$ cat src/rtl/serial_rx_pkg.sv
package serial_rx_pkg;

    localparam int DATA_W = 8;

    typedef enum logic [2:0] {
        RX_IDLE,
        RX_START,
        RX_DATA,
        RX_PARITY,
        RX_STOP
    } rx_state_e;

    typedef struct packed {
        logic              frame_err;
        logic              par_err;
        logic [DATA_W-1:0] data;
    } rx_word_t;

endpackage

$ cat src/rtl/serial_rx_fsm.sv
module serial_rx_fsm
    import serial_rx_pkg::*;
#(
    parameter int OSR         = 13,
    parameter int MID         = 6,
    parameter int SYNC_STAGES = 2
) (
    input  logic     clk,
    input  logic     rst_n,
    input  logic     line_i,
    input  logic     tick_i,
    input  logic     en_i,
    input  logic     len8_i,
    input  logic     par_en_i,
    input  logic     par_odd_i,
    output logic     busy_o,
    output logic     done_o,
    output rx_word_t word_o
);

    localparam int TW = $clog2(OSR);
    localparam int BW = $clog2(DATA_W);

    rx_state_e state_q, state_d;
    logic [SYNC_STAGES-1:0] sync_q;
    logic [TW-1:0]          tcnt_q;
    logic [BW-1:0]          bitcnt_q;
    logic [DATA_W-1:0]      data_q;
    logic                   perr_q;
    logic                   line_s;
    logic                   at_mid, at_end;
    logic [BW-1:0]          last_bit;

    // input synchronizer, idle level high
    generate
        if (SYNC_STAGES == 1) begin : g_sync1
            always_ff @(posedge clk or negedge rst_n) begin
                if (!rst_n) sync_q <= '1;
                else        sync_q <= line_i;
            end
        end else begin : g_syncn
            always_ff @(posedge clk or negedge rst_n) begin
                if (!rst_n) sync_q <= '1;
                else        sync_q <= {sync_q[SYNC_STAGES-2:0], line_i};
            end
        end
    endgenerate

    assign line_s   = sync_q[SYNC_STAGES-1];
    assign at_mid   = tick_i && (tcnt_q == TW'(MID));
    assign at_end   = tick_i && (tcnt_q == TW'(OSR-1));
    assign last_bit = len8_i ? BW'(DATA_W-1) : BW'(DATA_W-2);
    assign busy_o   = (state_q != RX_IDLE);

    // state register
    always_ff @(posedge clk or negedge rst_n) begin
        if (!rst_n) state_q <= RX_IDLE;
        else        state_q <= state_d;
    end

    // next state
    always_comb begin
        state_d = state_q;
        unique case (state_q)
            RX_IDLE:   if (tick_i && !line_s) state_d = RX_START;
            RX_START:  if (at_mid && line_s) state_d = RX_IDLE;
                       else if (at_end)      state_d = RX_DATA;
            RX_DATA:   if (at_end && bitcnt_q == last_bit)
                           state_d = par_en_i ? RX_PARITY : RX_STOP;
            RX_PARITY: if (at_end) state_d = RX_STOP;
            RX_STOP:   if (at_mid) state_d = RX_IDLE;
            default:   state_d = RX_IDLE;
        endcase
        if (!en_i) state_d = RX_IDLE;
    end

    // datapath and outputs
    always_ff @(posedge clk or negedge rst_n) begin
        if (!rst_n) begin
            tcnt_q   <= '0;
            bitcnt_q <= '0;
            data_q   <= '0;
            perr_q   <= 1'b0;
            done_o   <= 1'b0;
            word_o   <= '0;
        end else begin
            done_o <= 1'b0;
            if (!en_i || state_q == RX_IDLE) begin
                tcnt_q   <= TW'(1);   // detection tick counts as tick 0
                bitcnt_q <= '0;
                data_q   <= '0;
                perr_q   <= 1'b0;
            end else if (tick_i) begin
                tcnt_q <= at_end ? '0 : tcnt_q + TW'(1);
                unique case (state_q)
                    RX_DATA: begin
                        if (at_mid) data_q[bitcnt_q] <= line_s;
                        if (at_end) bitcnt_q <= bitcnt_q + BW'(1);
                    end
                    RX_PARITY: begin
                        if (at_mid) perr_q <= ((^data_q) ^ line_s) != par_odd_i;
                    end
                    RX_STOP: begin
                        if (at_mid) begin
                            done_o <= 1'b1;
                            word_o <= '{frame_err: ~line_s,
                                        par_err:   par_en_i & perr_q,
                                        data:      data_q};
                        end
                    end
                    default: ;
                endcase
            end
        end
    end

endmodule

$ cat src/rtl/serial_rx_status.sv
module serial_rx_status #(
    parameter int OSR      = 13,
    parameter int TO_CHARS = 4,
    parameter int CNT_W    = 10
) (
    input  logic clk,
    input  logic rst_n,
    input  logic tick_i,
    input  logic busy_i,
    input  logic done_i,
    input  logic ack_i,
    input  logic len8_i,
    input  logic par_en_i,
    output logic ovr_o,
    output logic tmo_o
);

    logic             pend_q;
    logic [CNT_W-1:0] cnt_q;
    logic [3:0]       frame_bits;
    logic [CNT_W-1:0] limit;

    // start + 7 data + stop = 9, plus options
    assign frame_bits = 4'd9 + {3'd0, len8_i} + {3'd0, par_en_i};
    assign limit      = CNT_W'(TO_CHARS * OSR) * CNT_W'(frame_bits);

    always_ff @(posedge clk or negedge rst_n) begin
        if (!rst_n) begin
            pend_q <= 1'b0;
            ovr_o  <= 1'b0;
        end else begin
            if (done_i)     pend_q <= 1'b1;
            else if (ack_i) pend_q <= 1'b0;
            if (ack_i)                ovr_o <= 1'b0;
            else if (done_i && pend_q) ovr_o <= 1'b1;
        end
    end

    always_ff @(posedge clk or negedge rst_n) begin
        if (!rst_n) begin
            cnt_q <= '0;
            tmo_o <= 1'b0;
        end else if (ack_i || busy_i || done_i) begin
            cnt_q <= '0;
            tmo_o <= 1'b0;
        end else if (pend_q && tick_i && !tmo_o) begin
            cnt_q <= cnt_q + CNT_W'(1);
            if (cnt_q + CNT_W'(1) == limit) tmo_o <= 1'b1;
        end
    end

endmodule

$ cat src/rtl/serial_rx_top.sv
module serial_rx_top
    import serial_rx_pkg::*;
#(
    parameter int OSR         = 13,
    parameter int MID         = 6,
    parameter int SYNC_STAGES = 2,
    parameter int TO_CHARS    = 4
) (
    input  logic       clk,
    input  logic       rst_n,
    input  logic       rx_pin_i,
    input  logic       tx_loop_i,
    input  logic       os_tick_i,
    input  logic       rx_en_i,
    input  logic       len8_i,
    input  logic       par_en_i,
    input  logic       par_odd_i,
    input  logic       loop_en_i,
    input  logic       rd_ack_i,
    output logic       char_vld_o,
    output logic [9:0] char_word_o,
    output logic       overrun_o,
    output logic       rx_timeout_o
);

    localparam int MAX_FRAME = DATA_W + 3;
    localparam int TO_W      = $clog2(TO_CHARS * OSR * MAX_FRAME + 1);

    logic     line_sel;
    logic     busy;
    rx_word_t word;

    assign line_sel = loop_en_i ? tx_loop_i : rx_pin_i;

    serial_rx_fsm #(
        .OSR(OSR), .MID(MID), .SYNC_STAGES(SYNC_STAGES)
    ) fsm_i (
        .clk(clk), .rst_n(rst_n), .line_i(line_sel), .tick_i(os_tick_i),
        .en_i(rx_en_i), .len8_i(len8_i), .par_en_i(par_en_i),
        .par_odd_i(par_odd_i), .busy_o(busy), .done_o(char_vld_o),
        .word_o(word)
    );

    serial_rx_status #(
        .OSR(OSR), .TO_CHARS(TO_CHARS), .CNT_W(TO_W)
    ) stat_i (
        .clk(clk), .rst_n(rst_n), .tick_i(os_tick_i), .busy_i(busy),
        .done_i(char_vld_o), .ack_i(rd_ack_i), .len8_i(len8_i),
        .par_en_i(par_en_i), .ovr_o(overrun_o), .tmo_o(rx_timeout_o)
    );

    assign char_word_o = word;

endmodule

$ cat config.mk
export PLATFORM = sky130hd
export DESIGN_NAME = serial_rx_top
export DESIGN_NICKNAME = d
export VERILOG_FILES = /design/src/rtl/serial_rx_pkg.sv /design/src/rtl/serial_rx_fsm.sv /design/src/rtl/serial_rx_status.sv /design/src/rtl/serial_rx_top.sv
export SDC_FILE = /design/constraint.sdc
export NUM_CORES = 1
export LEC_CHECK = 0
export ABC_CLOCK_PERIOD_IN_PS = 1900
export BUFFER_PORTS_ARGS = -buffer_cell sky130_fd_sc_hd__buf_4
export CAP_MARGIN = 20
export CORE_ASPECT_RATIO = 0.6
export CORE_MARGIN = 4
export CORE_UTILIZATION = 35
export DETAILED_ROUTE_END_ITERATION = 10
export SETUP_SLACK_MARGIN = 0.05
export SLEW_MARGIN = 5
export SYNTH_ARGS = -nofsm -noshare
export SYNTH_HDL_FRONTEND = slang
export SYNTH_SLANG_ARGS = --single-unit
$ cat constraint.sdc
create_clock -name clk -period 1.9 [get_ports clk]
set_clock_uncertainty 0.15 [all_clocks]
set_input_delay 0.38 -clock clk [delete_from_list [all_inputs] [get_ports clk]]
set_output_delay 0.38 -clock clk [all_outputs]
set_load 0.005 [all_outputs]
# == After elaboration in Yosys (flattened, before gate mapping) ==
# Index checks and enable logic that the tools add are counted.
# op_classes
addsub,5
n_eq_ne,14
n_bitwise,4
n_mux,42
magnitude_cmp,2
multipliers,1
reduce_logical,33
# ops
op,count
two-way mux 3 bit,12
two-way mux 8 bit,4
two-way mux 10 bit,2
two-way mux 1 bit,18
nonzero test 2 bit,9
case mux 3 bit (5 select lines),1
two-way mux 4 bit,3
"inequality test 3 x 2 -> 1 bit, second input constant",4
"adder 10 x 1 -> 10 bit, second input constant",1
equality test 10 bit,1
logical AND 1 bit,9
AND reduction 3 bit,3
bitwise mux 8 bit,1
"multiplier 4 x 4 -> 8 bit, first input constant",1
parity 8 bit,1
"equality test 3 x 2 -> 1 bit, second input constant",2
AND reduction 5 bit,1
adder 4 x 1 -> 4 bit,1
"adder 4 x 1 -> 4 bit, first input constant",1
"adder 4 x 1 -> 4 bit, second input constant",1
"equality test 4 x 3 -> 1 bit, second input constant",1
"equality test 4 bit, second input constant",1
"less-than comparator 3 x 4 -> 1 bit, second input constant",1
"inequality test 4 x 2 -> 1 bit, second input constant",1
other kinds (16),21
# totals
register_bits,45
output_inout_bits,13
wordCells,115
in_bits,11

# == Depth between registers and ports, before layout ==
# logic_depth
ltp_word,9
mapped_depth,8
depth_no_buf,8

# == Hierarchy ==
# Synthesis repeated with hierarchy kept, for this count alone.
# hier_totals
hier_cells,275
hier_area_um2,2622.5
# modules_own_cells
mod,cells_per_inst,instances,seq_area_each_um2,area_each_um2
serial_rx_fsm,171,1,803.3,1734.2
serial_rx_status,103,1,325.3,873.3
serial_rx_top,1,1,0.0,15.0

# == Worst setup path before layout ==
# No wires, ideal clock.
# synth_path
kind,input to register
startpoint,in par_en_i
endpoint,reg stat_i.tmo_o
cell_stages,7
arrival_time_ns,1.739
setup_ns,0.080
path_slack_ns,-0.068
required_time_ns,1.670
n_path_buf,0
path_cell_list,inv_1 ha_1 or4b_1 a21oi_1 a21oi_1 a2111o_1 o22ai_2
# synth_between
elab_chain_cells,5
# synth_lines
item,line,rtl
from (decl),serial_rx_top.sv:16,"input logic par_en_i,"
adder 4 x 1 -> 4 bit,serial_rx_status.sv:24,"assign frame_bits = 4'd9 + {3'd0, len8_i} + {3'd0, par_en_i};"
multiplier 4 x 4 -> 8 bit,serial_rx_status.sv:25,assign limit = CNT_W'(TO_CHARS * OSR) * CNT_W'(frame_bits);
equality test 10 bit,serial_rx_status.sv:48,if (cnt_q + CNT_W'(1) == limit) tmo_o <= 1'b1;
nonzero test 2 bit (no line),--,
AND reduction 2 bit (no line),--,
to (signal assigned),serial_rx_status.sv:42,tmo_o <= 1'b0;
to (signal assigned),serial_rx_status.sv:45,tmo_o <= 1'b0;
to (signal assigned),serial_rx_status.sv:48,
to (decl),serial_rx_status.sv:15,output logic tmo_o
# Every way passes these cells.
# A chain may end at the register's enable or synchronous reset.

# == Final worst setup path ==
# layout_path
startpoint,reg stat_i.cnt_q[0]
endpoint,reg stat_i.tmo_o
# layout_between
elab_chain_cells,4
# layout_lines
item,line,rtl
from (decl),serial_rx_status.sv:19,logic [CNT_W-1:0] cnt_q;
from (signal assigned),serial_rx_status.sv:47,cnt_q <= cnt_q + CNT_W'(1);
adder 10 x 1 -> 10 bit,serial_rx_status.sv:48,
equality test 10 bit,serial_rx_status.sv:48,
nonzero test 2 bit (no line),--,
AND reduction 2 bit (no line),--,
# Every way passes these cells.

==> metrics.sh <==
CTS_MAX_PATH_BUFFERS=2
YOSYS_REGISTER_BITS=45
NETLIST.TOP_CELL.BY_AREA='dfrtp_1'
SYN-NUM-NETS=290
POST_SYNTH_EDFFS=0
MULTI_INPUT_AREA_UM2=1384
PLACE_HPWL_UM=4323
P_PER_AREA_nW_PER_UM2=642.8
YS_TYPES=46
SYNTHTOPCELLSBYAREA='dfrtp_1, nand2_1, xnor2_1'
SYNTH.YOSYS.WARNINGS=0
MAXIMUM_NET_FANOUT_ON_THE_CRITICAL_PATH=2
FLOORPLAN_CORE_AREA_UM2=6792
CTS.CLK_SLEW.WORST_PATHS_NS=0.06
PERIOD_MINUS_SLACK_NS=1.871
DIE_AREA_UM2=8587
DRV_SLEW=0
CLOCK_INSERTION_DELAY_WORST_SKEW_NS=0.28
LAYOUT.AREA.SEQ_UM2=1132
RUN_STATUS='finished clean'
AGGREGATE_GLOBAL_ROUTE_RESOURCE_USAGE_PCT=14.86
POWER.STATIC_LEAKAGE_uW=0.001441
FINAL_MIN_PERIOD_OVER_CLOCK_PERIOD_PCT=98.48
ASYNC_FLOP_SHARE_PCT=100.0
TNS_NS=0
POST_SYNTH_INSTANCE_AREA_UM2=2495
TRITONCTS.NUM_BUFFERS=5
ENDPOINT_KIND='register'
DRT-INITIAL-DRC-COUNT=123
GLOBALROUTE.TOTALOVERFLOW=0
FLOORPLAN.DIE.HEIGHT_UM=73.40
GRT_PASS1_VIAS=1913
TIMING.FMAX_MHz=534.5
WORST_EP_REQUIRED_TIME_NS=1.96
ROWS=23
LAYOUT.FILLER_CELLS=650
CTS_TREE='yes'
YOSYS_MOST_USED_DFF='dfrtp_1'
ANTENNA_DIODE_COUNT=0
PLACE.PORT_BUFFERS=23
MAX_SLEW_MARGIN_PCT=60.19
HTREEDEPTH=2
DETAIL_ROUTE.VIAS_PER_CELL=5.022
YOSYSSEQAREASHARE_PCT=45.24
DETAILROUTE.VIA_COUNT=2049
FINALWIRELENGTH_UM=5909
DRT_PASS1_ITERATIONS=4
IO-PIN-COUNT=24
FINALSETUPVIOLATIONS=0
POST_ROUTE_CELLS_DRIVE_ABOVE_1_SHARE_PCT=29.91
HOLD_VIOL_FINAL=0
ROOT_CELL_OF_THE_CLOCK_TREE='clkbuf_16'
DETAIL_ROUTE.DRC_VIOLATIONS=0
AREAGROWTHSYNTHTOFINISH_PCT=30.04
CHIPWIDTH_UM=117.0
WORST_SETUP_PATH_CLASS='register to register'
DRT.ANTENNA.VIOLATING_NETS=0
NUM-NETS-FINAL=339
SYNTH_TOP_AREA_SHARE_PCT=43.13
TIMING.CRITICAL_PATH.FROM_TYPE='register'
UTILIZATION_PCT=47.77
GPL.FINAL_WEIGHTED_CONGESTION=0.8250
RSZ0062_AT_GRT='true'
DRV.MAX_CAP_VIOLATION_COUNT=0
PEAKVDDDROP_mV=0.3099
TIMING.HOLD.WORST.CLASS='input port to register'
POST_SYNTH_INST_COUNT=271
GRT_ANTENNA_BEFORE_REPAIR=0
AVGSYNTHCELLAREA_UM2=9.206
ROUTED_WIRE_LENGTH_PER_INSTANCE_UM=14.48
MAX_SLEW.WORST_PIN.SLEW_NS=0.5971
TRITONCTS_NUM_SINKS=45
INITIAL_CORE_UTIL_PCT=36.74
CRIT_ARRIVAL_NS=1.93
GRT_FIRST_PASS_WIRELENGTH_UM=9908
PIN_COUNT_OF_THE_BIGGEST_NET_ENTERING_GLOBAL_ROUTING=46
-- cells in the final DEF, fill, tap and decap left out, types with 4 or more instances in the layout --
cell        n
a21oi_1    10
a21oi_2     4
buf_4      50
clkbuf_16   5
dfrtp_1    40
ha_1        4
inv_1       5
mux2i_1     8
nand2_1    48
nand3_1    12
nand4_1     6
nor2_1     23
nor3_1      4
nor3b_2     4
o21ai_0     5
o21ai_1     5
xnor2_1    17
xor2_1      9
-- critical path: stages, from the launching register on --
cell and delay [ns]:
dfrtp_1 0.38, ha_2 0.20, or4b_4 0.48, a21oi_2 0.15
a21oi_2 0.05, a2111o_1 0.30, o22ai_2 0.08
-- metrics by stage --
stage / hold WS [ns] / area (µm²) / setup slack (ns) / power (µW) / std cells
global route: 0.1069 / 3244 / -0.08975 / 2173 / 408
floorplan: -0.06559 / 2507 / 0.05341 / 1050 / 271
CTS: 0.1043 / 3139 / 0.005441 / 2118 / 405
detailed placement: 0.1972 / 2933 / -0.1611 / 1120 / 396
global placement: 0.1966 / 2933 / -0.1084 / 1117 / 396
finish: 0.1085 / 3244 / 0.02896 / 2086 / 408
-- routing by layer --
layer / share of wire, % / GRT usage, % / up-vias
met5: 0 / 0 / -
met4: 1.6 / 3.817 / 0
met3: 6.7 / 3.457 / 10
met2: 37 / 18.46 / 51
met1: 55 / 24.72 / 969
li1: - / - / 1019
-- cell usage after synthesis, drive strengths merged, types with 3 or more instances --
cell / instances
nand2: 49
dfrtp: 43
nor2: 25
xnor2: 17
a21oi: 14
nand3: 12
o21ai: 11
xor2: 10
inv: 9
clkbuf: 8
ha: 8
mux2i: 8
nor3b: 8
nand4: 6
nor3: 6
buf: 4
a31oi: 3
and3: 3
nand2b: 3
nand3b: 3
-- logic make-up (layout without fill, tap and decap cells) --
family	count (synthesis)	count (layout)	synth area share, %
simple gates	124	124	24.88
flops	45	45	45.24
compound gates	37	37	9.027
xor+xnor	27	27	9.478
buf+inv	21	71	3.711
mux	9	9	3.661
fa+ha+maj	8	8	4.012
-- where the power goes --
part	internal [µW]	leakage (µW)	switching (µW)
sequential	967	0.000611	6.09
combinational	59.6	0.000749	75.9
clock	619	0.0000808	358
total	1650	0.00144	440
-- worst paths after layout --
kind | cells past startpoint | end | slack, ns | start
worst max-delay path | 6 | stat_i.tmo_o | 0.03 | stat_i.cnt_q[0]
min in group asynchronous | 2 | fsm_i.tcnt_q[1] | 0.50 | rst_n
max in group asynchronous | 2 | stat_i.cnt_q[2] | 0.67 | rst_n
worst max register to register | 6 | stat_i.tmo_o | 0.03 | stat_i.cnt_q[0]
worst min-delay path | 2 | stat_i.ovr_o | 0.11 | rd_ack_i
worst min register to register | 0 | fsm_i.sync_q[1] | 0.21 | fsm_i.sync_q[0]
-- sequential cells by signal, indices dropped and copies added, names as in the netlist, 2 cells and up --
| name | cells |
|---|---|
| fsm_i.data_q | 8 |
| fsm_i.state_q | 3 |
| fsm_i.bitcnt_q | 3 |
| fsm_i.sync_q | 2 |
| stat_i.cnt_q | 10 |
| fsm_i.tcnt_q | 4 |
| fsm_i.word_o | 10 |
-- final cells by class --
| cell class | instances | area share, % |
|---|---|---|
| multi-input cells | 205 | 42.65 |
| flip-flops and latches | 45 | 34.90 |
| well taps | 87 | 3.355 |
| repair buffers | 54 | 12.92 |
| clock inverters | 2 | 1.080 |
| clock buffers | 6 | 3.972 |
| inverters | 9 | 1.118 |
-- repair_timing --
item	4_1_cts	5_1_grt
setup endpoints to repair	4	23
hold endpoints to repair	43	0
resized for setup	7	27
buffers inserted	0	3
pin swaps	1	7
hold buffers	1	0
(Power assumes the default switching activity.)
